$ cat config.mk
export PLATFORM = sky130hd
export DESIGN_NAME = i2c_arb_guard
export DESIGN_NICKNAME = d
export VERILOG_FILES = /design/src/rtl/i2c_arb_pkg.sv /design/src/rtl/i2c_line_sync.sv /design/src/rtl/i2c_bus_watch.sv /design/src/rtl/i2c_arb_fsm.sv /design/src/rtl/i2c_arb_status.sv /design/src/rtl/i2c_arb_guard.sv
export SDC_FILE = /design/constraint.sdc
export NUM_CORES = 1
export LEC_CHECK = 0
export BUFFER_PORTS_ARGS = -buffer_cell sky130_fd_sc_hd__buf_2
export CORE_MARGIN = 1
export CORE_UTILIZATION = 35
export DETAILED_ROUTE_END_ITERATION = 6
export REMOVE_ABC_BUFFERS = 1
export SYNTH_ARGS = -nofsm -noshare
export SYNTH_HDL_FRONTEND = slang
export SYNTH_SLANG_ARGS = --single-unit
$ cat constraint.sdc
create_clock -name clk -period 1.3 [get_ports clk]
set_input_delay 0.195 -clock clk [delete_from_list [all_inputs] [get_ports clk]]
set_output_delay 0.195 -clock clk [all_outputs]
set_load 0.01 [all_outputs]
$ cat src/rtl/i2c_arb_pkg.sv
package i2c_arb_pkg;

    // Classification of the bit the engine is currently handling
    typedef enum logic [1:0] {
        BIT_NONE  = 2'd0,
        BIT_XMIT  = 2'd1,
        BIT_RXACK = 2'd2,
        BIT_SPARE = 2'd3
    } bit_kind_e;

    // Controller ownership mode
    typedef enum logic [1:0] {
        MODE_IDLE     = 2'd0,
        MODE_MASTER   = 2'd1,
        MODE_SLAVE_RX = 2'd2
    } mode_e;

    // Bus events derived from the synchronized lines
    typedef struct packed {
        logic scl_rise;
        logic start_seen;
        logic stop_seen;
        logic sda_now;
    } bus_evt_t;

endpackage

$ cat src/rtl/i2c_line_sync.sv
module i2c_line_sync #(
    parameter int   STAGES   = 2,
    parameter logic IDLE_LVL = 1'b1
) (
    input  logic clk,
    input  logic rst_n,
    input  logic line_raw,
    output logic line_now,
    output logic line_prev
);
    localparam int DEPTH = STAGES + 1;

    // Synchronizer stages followed by one history stage for edge detection
    logic [DEPTH-1:0] chain;

    always_ff @(posedge clk or negedge rst_n) begin
        if (!rst_n) begin
            chain <= {DEPTH{IDLE_LVL}};
        end else begin
            chain <= {chain[DEPTH-2:0], line_raw};
        end
    end

    always_comb begin
        line_now  = chain[STAGES-1];
        line_prev = chain[STAGES];
    end
endmodule

$ cat src/rtl/i2c_bus_watch.sv
module i2c_bus_watch
    import i2c_arb_pkg::*;
#(
    parameter int STAGES = 2
) (
    input  logic     clk,
    input  logic     rst_n,
    input  logic     scl_raw,
    input  logic     sda_raw,
    output bus_evt_t evt,
    output logic     bus_busy
);
    localparam int NLINES = 2;
    localparam int IX_SDA = 0;
    localparam int IX_SCL = 1;

    logic [NLINES-1:0] raw_l;
    logic [NLINES-1:0] now_l;
    logic [NLINES-1:0] prev_l;
    logic              scl_held;

    assign raw_l = {scl_raw, sda_raw};

    for (genvar g = 0; g < NLINES; g++) begin : g_sync
        i2c_line_sync #(
            .STAGES  (STAGES),
            .IDLE_LVL(1'b1)
        ) u_sync (
            .clk      (clk),
            .rst_n    (rst_n),
            .line_raw (raw_l[g]),
            .line_now (now_l[g]),
            .line_prev(prev_l[g])
        );
    end

    always_comb begin
        scl_held       = now_l[IX_SCL] & prev_l[IX_SCL];
        evt.scl_rise   = now_l[IX_SCL] & ~prev_l[IX_SCL];
        evt.start_seen = scl_held & prev_l[IX_SDA] & ~now_l[IX_SDA];
        evt.stop_seen  = scl_held & ~prev_l[IX_SDA] & now_l[IX_SDA];
        evt.sda_now    = now_l[IX_SDA];
    end

    always_ff @(posedge clk or negedge rst_n) begin
        if (!rst_n) begin
            bus_busy <= 1'b0;
        end else if (evt.start_seen) begin
            bus_busy <= 1'b1;
        end else if (evt.stop_seen) begin
            bus_busy <= 1'b0;
        end
    end
endmodule

$ cat src/rtl/i2c_arb_fsm.sv
module i2c_arb_fsm
    import i2c_arb_pkg::*;
(
    input  logic       clk,
    input  logic       rst_n,
    input  bus_evt_t   evt,
    input  logic       bus_busy,
    input  logic       req_start,
    input  logic       req_rstart,
    input  logic       req_stop,
    input  logic [1:0] bit_kind,
    input  logic       sda_level,
    output logic       loss_evt,
    output logic       is_master,
    output logic       slave_rx,
    output logic       sda_oe
);
    mode_e     cur_mode;
    mode_e     nxt_mode;
    bit_kind_e kind;
    logic      stop_pend;
    logic      bit_clash;
    logic      rogue_stop;
    logic      busy_start;

    assign kind = bit_kind_e'(bit_kind);

    // Mode register
    always_ff @(posedge clk or negedge rst_n) begin
        if (!rst_n) begin
            cur_mode <= MODE_IDLE;
        end else begin
            cur_mode <= nxt_mode;
        end
    end

    // A stop announced by the engine during the current ownership
    always_ff @(posedge clk or negedge rst_n) begin
        if (!rst_n) begin
            stop_pend <= 1'b0;
        end else if (nxt_mode != MODE_MASTER) begin
            stop_pend <= 1'b0;
        end else if (cur_mode == MODE_MASTER && req_stop) begin
            stop_pend <= 1'b1;
        end
    end

    // Loss conditions and next mode
    always_comb begin
        bit_clash  = evt.scl_rise && sda_level && !evt.sda_now &&
                     (kind == BIT_XMIT || kind == BIT_RXACK);
        rogue_stop = evt.stop_seen && !stop_pend;
        busy_start = req_start && bus_busy;
        nxt_mode   = cur_mode;
        loss_evt   = 1'b0;
        unique case (cur_mode)
            MODE_IDLE, MODE_SLAVE_RX: begin
                if (req_rstart || busy_start) begin
                    loss_evt = 1'b1;
                    nxt_mode = MODE_SLAVE_RX;
                end else if (req_start) begin
                    nxt_mode = MODE_MASTER;
                end else if (cur_mode == MODE_SLAVE_RX && !bus_busy) begin
                    nxt_mode = MODE_IDLE;
                end
            end
            MODE_MASTER: begin
                if (bit_clash || rogue_stop || busy_start) begin
                    loss_evt = 1'b1;
                    nxt_mode = MODE_SLAVE_RX;
                end else if (evt.stop_seen) begin
                    nxt_mode = MODE_IDLE;
                end
            end
            default: begin
                nxt_mode = MODE_IDLE;
            end
        endcase
    end

    // Mode outputs
    always_comb begin
        is_master = (cur_mode == MODE_MASTER);
        slave_rx  = (cur_mode == MODE_SLAVE_RX);
        sda_oe    = is_master && !sda_level;
    end
endmodule

$ cat src/rtl/i2c_arb_status.sv
module i2c_arb_status (
    input  logic clk,
    input  logic rst_n,
    input  logic loss_evt,
    input  logic clr_wr,
    input  logic clr_data,
    input  logic irq_en,
    output logic arb_lost,
    output logic lost_pulse,
    output logic irq
);
    always_ff @(posedge clk or negedge rst_n) begin
        if (!rst_n) begin
            arb_lost   <= 1'b0;
            lost_pulse <= 1'b0;
        end else begin
            lost_pulse <= loss_evt;
            if (loss_evt) begin
                arb_lost <= 1'b1;
            end else if (clr_wr && clr_data) begin
                arb_lost <= 1'b0;
            end
        end
    end

    assign irq = arb_lost && irq_en;
endmodule

$ cat src/rtl/i2c_arb_guard.sv
module i2c_arb_guard
    import i2c_arb_pkg::*;
#(
    parameter int SYNC_STAGES = 2
) (
    input  logic       clk,
    input  logic       rst_n,
    input  logic       scl_in,
    input  logic       sda_in,
    input  logic       req_start,
    input  logic       req_rstart,
    input  logic       req_stop,
    input  logic [1:0] bit_kind,
    input  logic       sda_level,
    input  logic       clr_wr,
    input  logic       clr_data,
    input  logic       irq_en,
    output logic       is_master,
    output logic       slave_rx,
    output logic       sda_oe,
    output logic       bus_busy,
    output logic       arb_lost,
    output logic       lost_pulse,
    output logic       irq
);
    bus_evt_t evt;
    logic     loss_evt;

    i2c_bus_watch #(
        .STAGES(SYNC_STAGES)
    ) u_watch (
        .clk     (clk),
        .rst_n   (rst_n),
        .scl_raw (scl_in),
        .sda_raw (sda_in),
        .evt     (evt),
        .bus_busy(bus_busy)
    );

    i2c_arb_fsm u_fsm (
        .clk       (clk),
        .rst_n     (rst_n),
        .evt       (evt),
        .bus_busy  (bus_busy),
        .req_start (req_start),
        .req_rstart(req_rstart),
        .req_stop  (req_stop),
        .bit_kind  (bit_kind),
        .sda_level (sda_level),
        .loss_evt  (loss_evt),
        .is_master (is_master),
        .slave_rx  (slave_rx),
        .sda_oe    (sda_oe)
    );

    i2c_arb_status u_status (
        .clk       (clk),
        .rst_n     (rst_n),
        .loss_evt  (loss_evt),
        .clr_wr    (clr_wr),
        .clr_data  (clr_data),
        .irq_en    (irq_en),
        .arb_lost  (arb_lost),
        .lost_pulse(lost_pulse),
        .irq       (irq)
    );
endmodule

Yosys cells after proc, flatten, opt, wreduce, memory -nomap -nowiden
Cells that the tools add are included.

Memory bits (read-only): 0. Memories kept: 0. Register bits after elaboration: 12. Word-level logic and storage cells: 59. Bits in latches: 0. Memory bits (writable): 0.

Bitwise logic cells: 9. Shifts and indexed selects: 0. Equality and inequality tests: 5. Div/mod/pow operators: 0. Multiplexer cells: 15. $add $sub $neg: 0. Multipliers: 0. Order comparisons: 0. Reduce and logical (&&, ||, !) cells: 23.

Operators by type and width (number): logical AND 1 bit (10); two-way mux 2 bit (5); two-way mux 1 bit (8); AND 1 bit (6); nonzero test 2 bit (3); equality test 2 x 1 -> 1 bit (second input constant) (2); equality test 2 bit (second input constant) (2); zero test 1 bit (4); logical OR 1 bit (4); one-hot mux 2 bit (2 select lines) (1); NOT 1 bit (3); zero test 2 bit (1); inequality test 2 x 1 -> 1 bit (second input constant) (1); one-hot mux 1 bit (2 select lines) (1); OR reduction 2 bit (1).

Logic depth before layout (Yosys ltp)
Word-level depth: 11. Gate-level depth with buffers: 4.

By module
From an unflattened synthesis, not the netlist that was laid out.

Cells, all modules: 45. Area, all modules: 510.5 um^2.

Modules (own cells, without submodules): i2c_arb_fsm (area an instance 202.7 um^2, cells an instance 25, times used 1); i2c_line_sync (area an instance 78.8 um^2, cells an instance 3, times used 2); i2c_bus_watch (area an instance 82.6 um^2, cells an instance 9, times used 1); i2c_arb_status (area an instance 67.6 um^2, cells an instance 5, times used 1).

Worst setup path after synthesis
OpenSTA, ideal clock, no wires.

Path kind: reg2reg. Start point: reg u_watch.g_sync[0].u_sync.chain[1]. End point: reg u_fsm.cur_mode[1]. Arrival time: 1141 ps. Setup slack: 40 ps. Stages on the path, launching flop included: 5. Cells stage by stage: dfstp_2 -> and4bb_1 -> a2bb2oi_2 -> a21oi_1 -> o21ba_1.

Word-level cells in the longest chain between the ends: 7. Elaborated cells between the ends (all ways): 10. Classes of those cells: mux (3); bitwise (1); reduce/logical (6).

RTL lines: start: declaration (line i2c_line_sync.sv:14) `logic [DEPTH-1:0] chain;`; start signal: assignment (line i2c_line_sync.sv:18) `chain <= {DEPTH{IDLE_LVL}};`; start signal: assignment (line i2c_line_sync.sv:20) `chain <= {chain[DEPTH-2:0], line_raw};`; zero test 1 bit (line i2c_arb_fsm.sv:50) `bit_clash = evt.scl_rise && sda_level && !evt.sda_now &&`; logical AND 1 bit (2 in series) (line i2c_arb_fsm.sv:50); logical OR 1 bit (2 in series) (line i2c_arb_fsm.sv:68) `if (bit_clash || rogue_stop || busy_start) begin`; two-way mux 2 bit (*) (line i2c_arb_fsm.sv:68); one-hot mux 2 bit (2 select lines) (*) (line i2c_arb_fsm.sv:56) `unique case (cur_mode)`; named net u_fsm.nxt_mode[1] (line i2c_arb_fsm.sv:19) `mode_e nxt_mode;`; end signal: assignment (line i2c_arb_fsm.sv:33) `cur_mode <= nxt_mode;`; end: declaration (line i2c_arb_fsm.sv:18) `mode_e cur_mode;`.

The timed path passes the listed nets; every way through them passes the cells marked *. A chain may end at the register's enable or synchronous reset.

Worst setup path after layout
Start point: reg u_watch.g_sync[1].u_sync.chain[2]. End point: reg u_status.arb_lost.

Word-level cells in the longest chain between the ends: 10. Elaborated cells between the ends (all ways): 15. Classes of those cells: mux (3); bitwise (5); reduce/logical (7).

RTL lines: start: declaration (line i2c_line_sync.sv:14); start signal: assignment (line i2c_line_sync.sv:18); start signal: assignment (line i2c_line_sync.sv:20); parallel branches: the longest is 5 deep, another holds AND 1 bit; logical OR 1 bit (*) (2 in series) (line i2c_arb_fsm.sv:68); two-way mux 1 bit (*) (line i2c_arb_fsm.sv:68); one-hot mux 1 bit (2 select lines) (*) (line i2c_arb_fsm.sv:56); named net loss_evt (line i2c_arb_guard.sv:27) `logic loss_evt;`; two-way mux 1 bit or nonzero test 2 bit (tied branches); end signal: assignment (line i2c_arb_status.sv:14) `arb_lost <= 1'b0;`; end signal: assignment (line i2c_arb_status.sv:19) `arb_lost <= 1'b1;`; end signal: assignment (line i2c_arb_status.sv:21) `arb_lost <= 1'b0;`; end: declaration (line i2c_arb_status.sv:8) `output logic arb_lost,`.

Mark *: on every way through the listed nets, which the timed path passes.

==> results.py <==
metrics = {
    "route": {
        "vias": 425,
        "drc": 0,
        "drt_wl_total_um": 1049,
        "wl_per_cell_um": 12.64,
        "drtAntennaViolNets": 0,
        "viasPerCell": 5.120,
        "drt_first_iter_violations": 0,
        "dr.pass1.iters": 1,
    },
    "synthesis": {
        "ys_seq_elements": 12,
        "synth_top_area_frac": 0.3029,
        "netlist_area_um2": 520.5,
        "syn-instance-count": 41,
        "synth.top_cells.by_area": "dfstp_2 (30%), dfrtp_1 (29%), a21oi_1 (3.8%)",
        "synthMuxAreaShare": 0,
        "syn_area_per_cell_um2": 12.70,
        "yosys_warnings": 0,
        "synthAdderAreaFrac": 0,
        "yosys.cell_types.count": 25,
        "synth-compound-area-share": 0.2115,
        "yosysTopAreaCell": "dfstp_2",
        "synthSimpleGateAreaFrac": 0.1514,
        "synth_xor_xnor_area_share": 0.03125,
        "ys_seq_area_frac": 0.5913,
        "synth_top_family_by_area": "compound AO/OA/AOI/OAI gates",
    },
    "global_route": {
        "grt_first_pass_wirelength_um": 1690,
        "antenna_found_initial": 0,
        "grt_max_degree": 13,
        "grt_overflow": 0,
        "grt_pass1_vias": 383,
        "grt_usage": 0.1651,
    },
    "sta": {
        "rsz0062_at_grt": "yes",
        "setup_slack_ns": -0.03185,
        "setup_viol": 2,
        "period_share": 1.024,
        "drv_slew": 0,
        "clock_skew_ns": 0.002475,
        "fmax_ghz": 0.7508,
        "final-hold-violation-count": 0,
        "tns_ns": -0.03660,
        "tightest_slew_ns": 0.3029,
        "slew_headroom": 0.7981,
        "fin_crit_ns": 1.332,
    },
    "floorplan": {
        "die-area_mm2": 0.001646,
        "die_w_um": 40.57,
        "rows": 13,
        "die_h_um": 40.57,
        "io_pins": 20,
        "start_util": 0.3855,
        "core_mm2": 0.001350,
    },
    "clock_tree": {
        "clk_latency_ns": 0.27,
        "cts_num_sinks": 12,
        "h-tree-depth": 1,
        "clkSlewWorstSetupHoldPaths_ns": 0.07,
        "cts_tree": "built",
        "cts_root_buf": "clkbuf_4",
        "cts.path.max_buffers": 2,
        "cts_made_buffers": 3,
    },
    "final_layout": {
        "final_core_util": 0.5366,
        "area_growth_pct": 39.18,
        "n_fill_cell": 131,
        "drive_above_1_share": 0.6029,
        "nNetsFinal": 83,
        "final_cell_mix": "buf_2 (19), dfrtp_1 (6), dfstp_2 (6)",
        "final_common_cell": "buf_2",
        "n_antenna_cell": 0,
    },
    "pwr": {
        "total_leakage_power_nw": 0.3341,
        "power_density_mw_per_mm2": 1432,
        "ir_drop_mv": 0.6605,
    },
    "critical_path": {
        "start_kind": "register",
        "critical_path_class": "reg2reg",
        "end_kind": "register",
        "cp.arrival_ns": 1.54,
        "cp.required_ns": 1.51,
        "crit_fanout": 4,
    },
    "hold_path": {
        "min_path_type": "in2reg",
    },
    "flow_run": {
        "drv_cap": 0,
    },
    "outcome": {
        "status": "finished, violations left",
        "violations": "setup timing",
    },
    "placed_design": {
        "dp_hpwl_um": 734.5,
        "portBuffers": 19,
        "place_congestion": 0.7081,
    },
}
[cells in the mapped netlist]
library cell  instances
nor2b_1               1
nand4b_1              1
a221oi_2              1
a21o_1                1
nor3_1                1
xor2_2                1
dfstp_2               6
a31oi_1               1
and3_1                1
and2_1                1
nor2_2                1
nand3_1               1
dfrtp_1               6
a21oi_1               4
a2bb2oi_2             1
nor2_1                2
nand3b_1              1
inv_1                 1
a211oi_1              2
inv_2                 1
a22oi_2               1
and4bb_1              1
o21ba_1               1
a32oi_1               1
nand2_1               2
[per-stage QoR]
stage	setup WS, ns	area, um2	power (W)	hold WS [ns]	std cells
floorplan	0.03995	520.5	0.0006624	-0.1006	41
CTS	-0.001924	689.4	0.001018	0.01327	82
global placement	0.005823	649.4	0.0007742	0.08215	77
finish	-0.03185	724.4	0.001037	0.02242	83
global route	-0.06406	724.4	0.001115	0.004766	83
detailed placement	-0.003350	649.4	0.0007757	0.08409	77
[worst paths after layout]
path / startpoint / slack, ns / cells past startpoint / end
max reg2reg: u_watch.g_sync[1].u_sync.chain[2] / -0.03 / 4 / u_status.arb_lost
min: sda_in / 0.02 / 1 / u_watch.g_sync[0].u_sync.chain[0]
min reg2reg: u_watch.g_sync[0].u_sync.chain[0] / 0.35 / 0 / u_watch.g_sync[0].u_sync.chain[1]
max: u_watch.g_sync[1].u_sync.chain[2] / -0.03 / 4 / u_status.arb_lost
min in group asynchronous: rst_n / 0.34 / 2 / u_fsm.cur_mode[0]
max in group asynchronous: rst_n / 0.70 / 2 / u_watch.g_sync[0].u_sync.chain[0]
[final cells by class]
class / instances / area (um2) / area share
Sequential cell: 12 / 307.8 / 0.4249
Multi-Input combinational cell: 27 / 232.7 / 0.3212
Timing Repair Buffer: 24 / 135.1 / 0.1865
Clock buffer: 3 / 22.52 / 0.03109
Tap cell: 15 / 18.77 / 0.02591
Inverter: 2 / 7.507 / 0.01036
[flip-flops by register name, indices dropped and copies added (netlist names)]
register,flops
u_watch.g_sync.u_sync.chain,6
u_watch.bus_busy,1
u_status.arb_lost,1
u_fsm.cur_mode,2
u_status.lost_pulse,1
u_fsm.stop_pend,1
[logic make-up after synthesis]
| family | after synthesis |
|---|---|
| AND/OR/NAND/NOR | 13 |
| buffers and inverters | 2 |
| flip-flops | 12 |
| XOR/XNOR | 1 |
| AO/OA/AOI/OAI | 13 |
[where the power goes]
part           internal [W]  total (W)  switching (W)
combinational      0.000166   0.000322       0.000156
sequential         0.000438   0.000494      0.0000558
clock              0.000107   0.000221       0.000114
total              0.000711    0.00104       0.000326
[worst max-delay path, stage by stage, from the launching register on]
cell and delay [ns]:
dfstp_2 0.55, nand4b_1 0.16, a2bb2oi_2 0.17, a221oi_2 0.28
a21o_1 0.11
[what timing repair did]
action	4_1_cts	5_1_grt
endpoints found under the hold margin	6	0
gates resized for setup	0	4
buffers inserted	1	1
hold buffers	1	0
setup endpoints to repair	2	4
pin swaps	2	3
[metal layers]
layer,routed length [um],track usage,part of all wire,vias up
met5,0,0,0,-
met4,11,0.1000,0.010,0
met3,58,0.05000,0.055,2
met2,522,0.2579,0.50,16
met1,456,0.1972,0.43,199
li1,-,-,-,208
No activity file was read; power rests on OpenSTA's default activity.
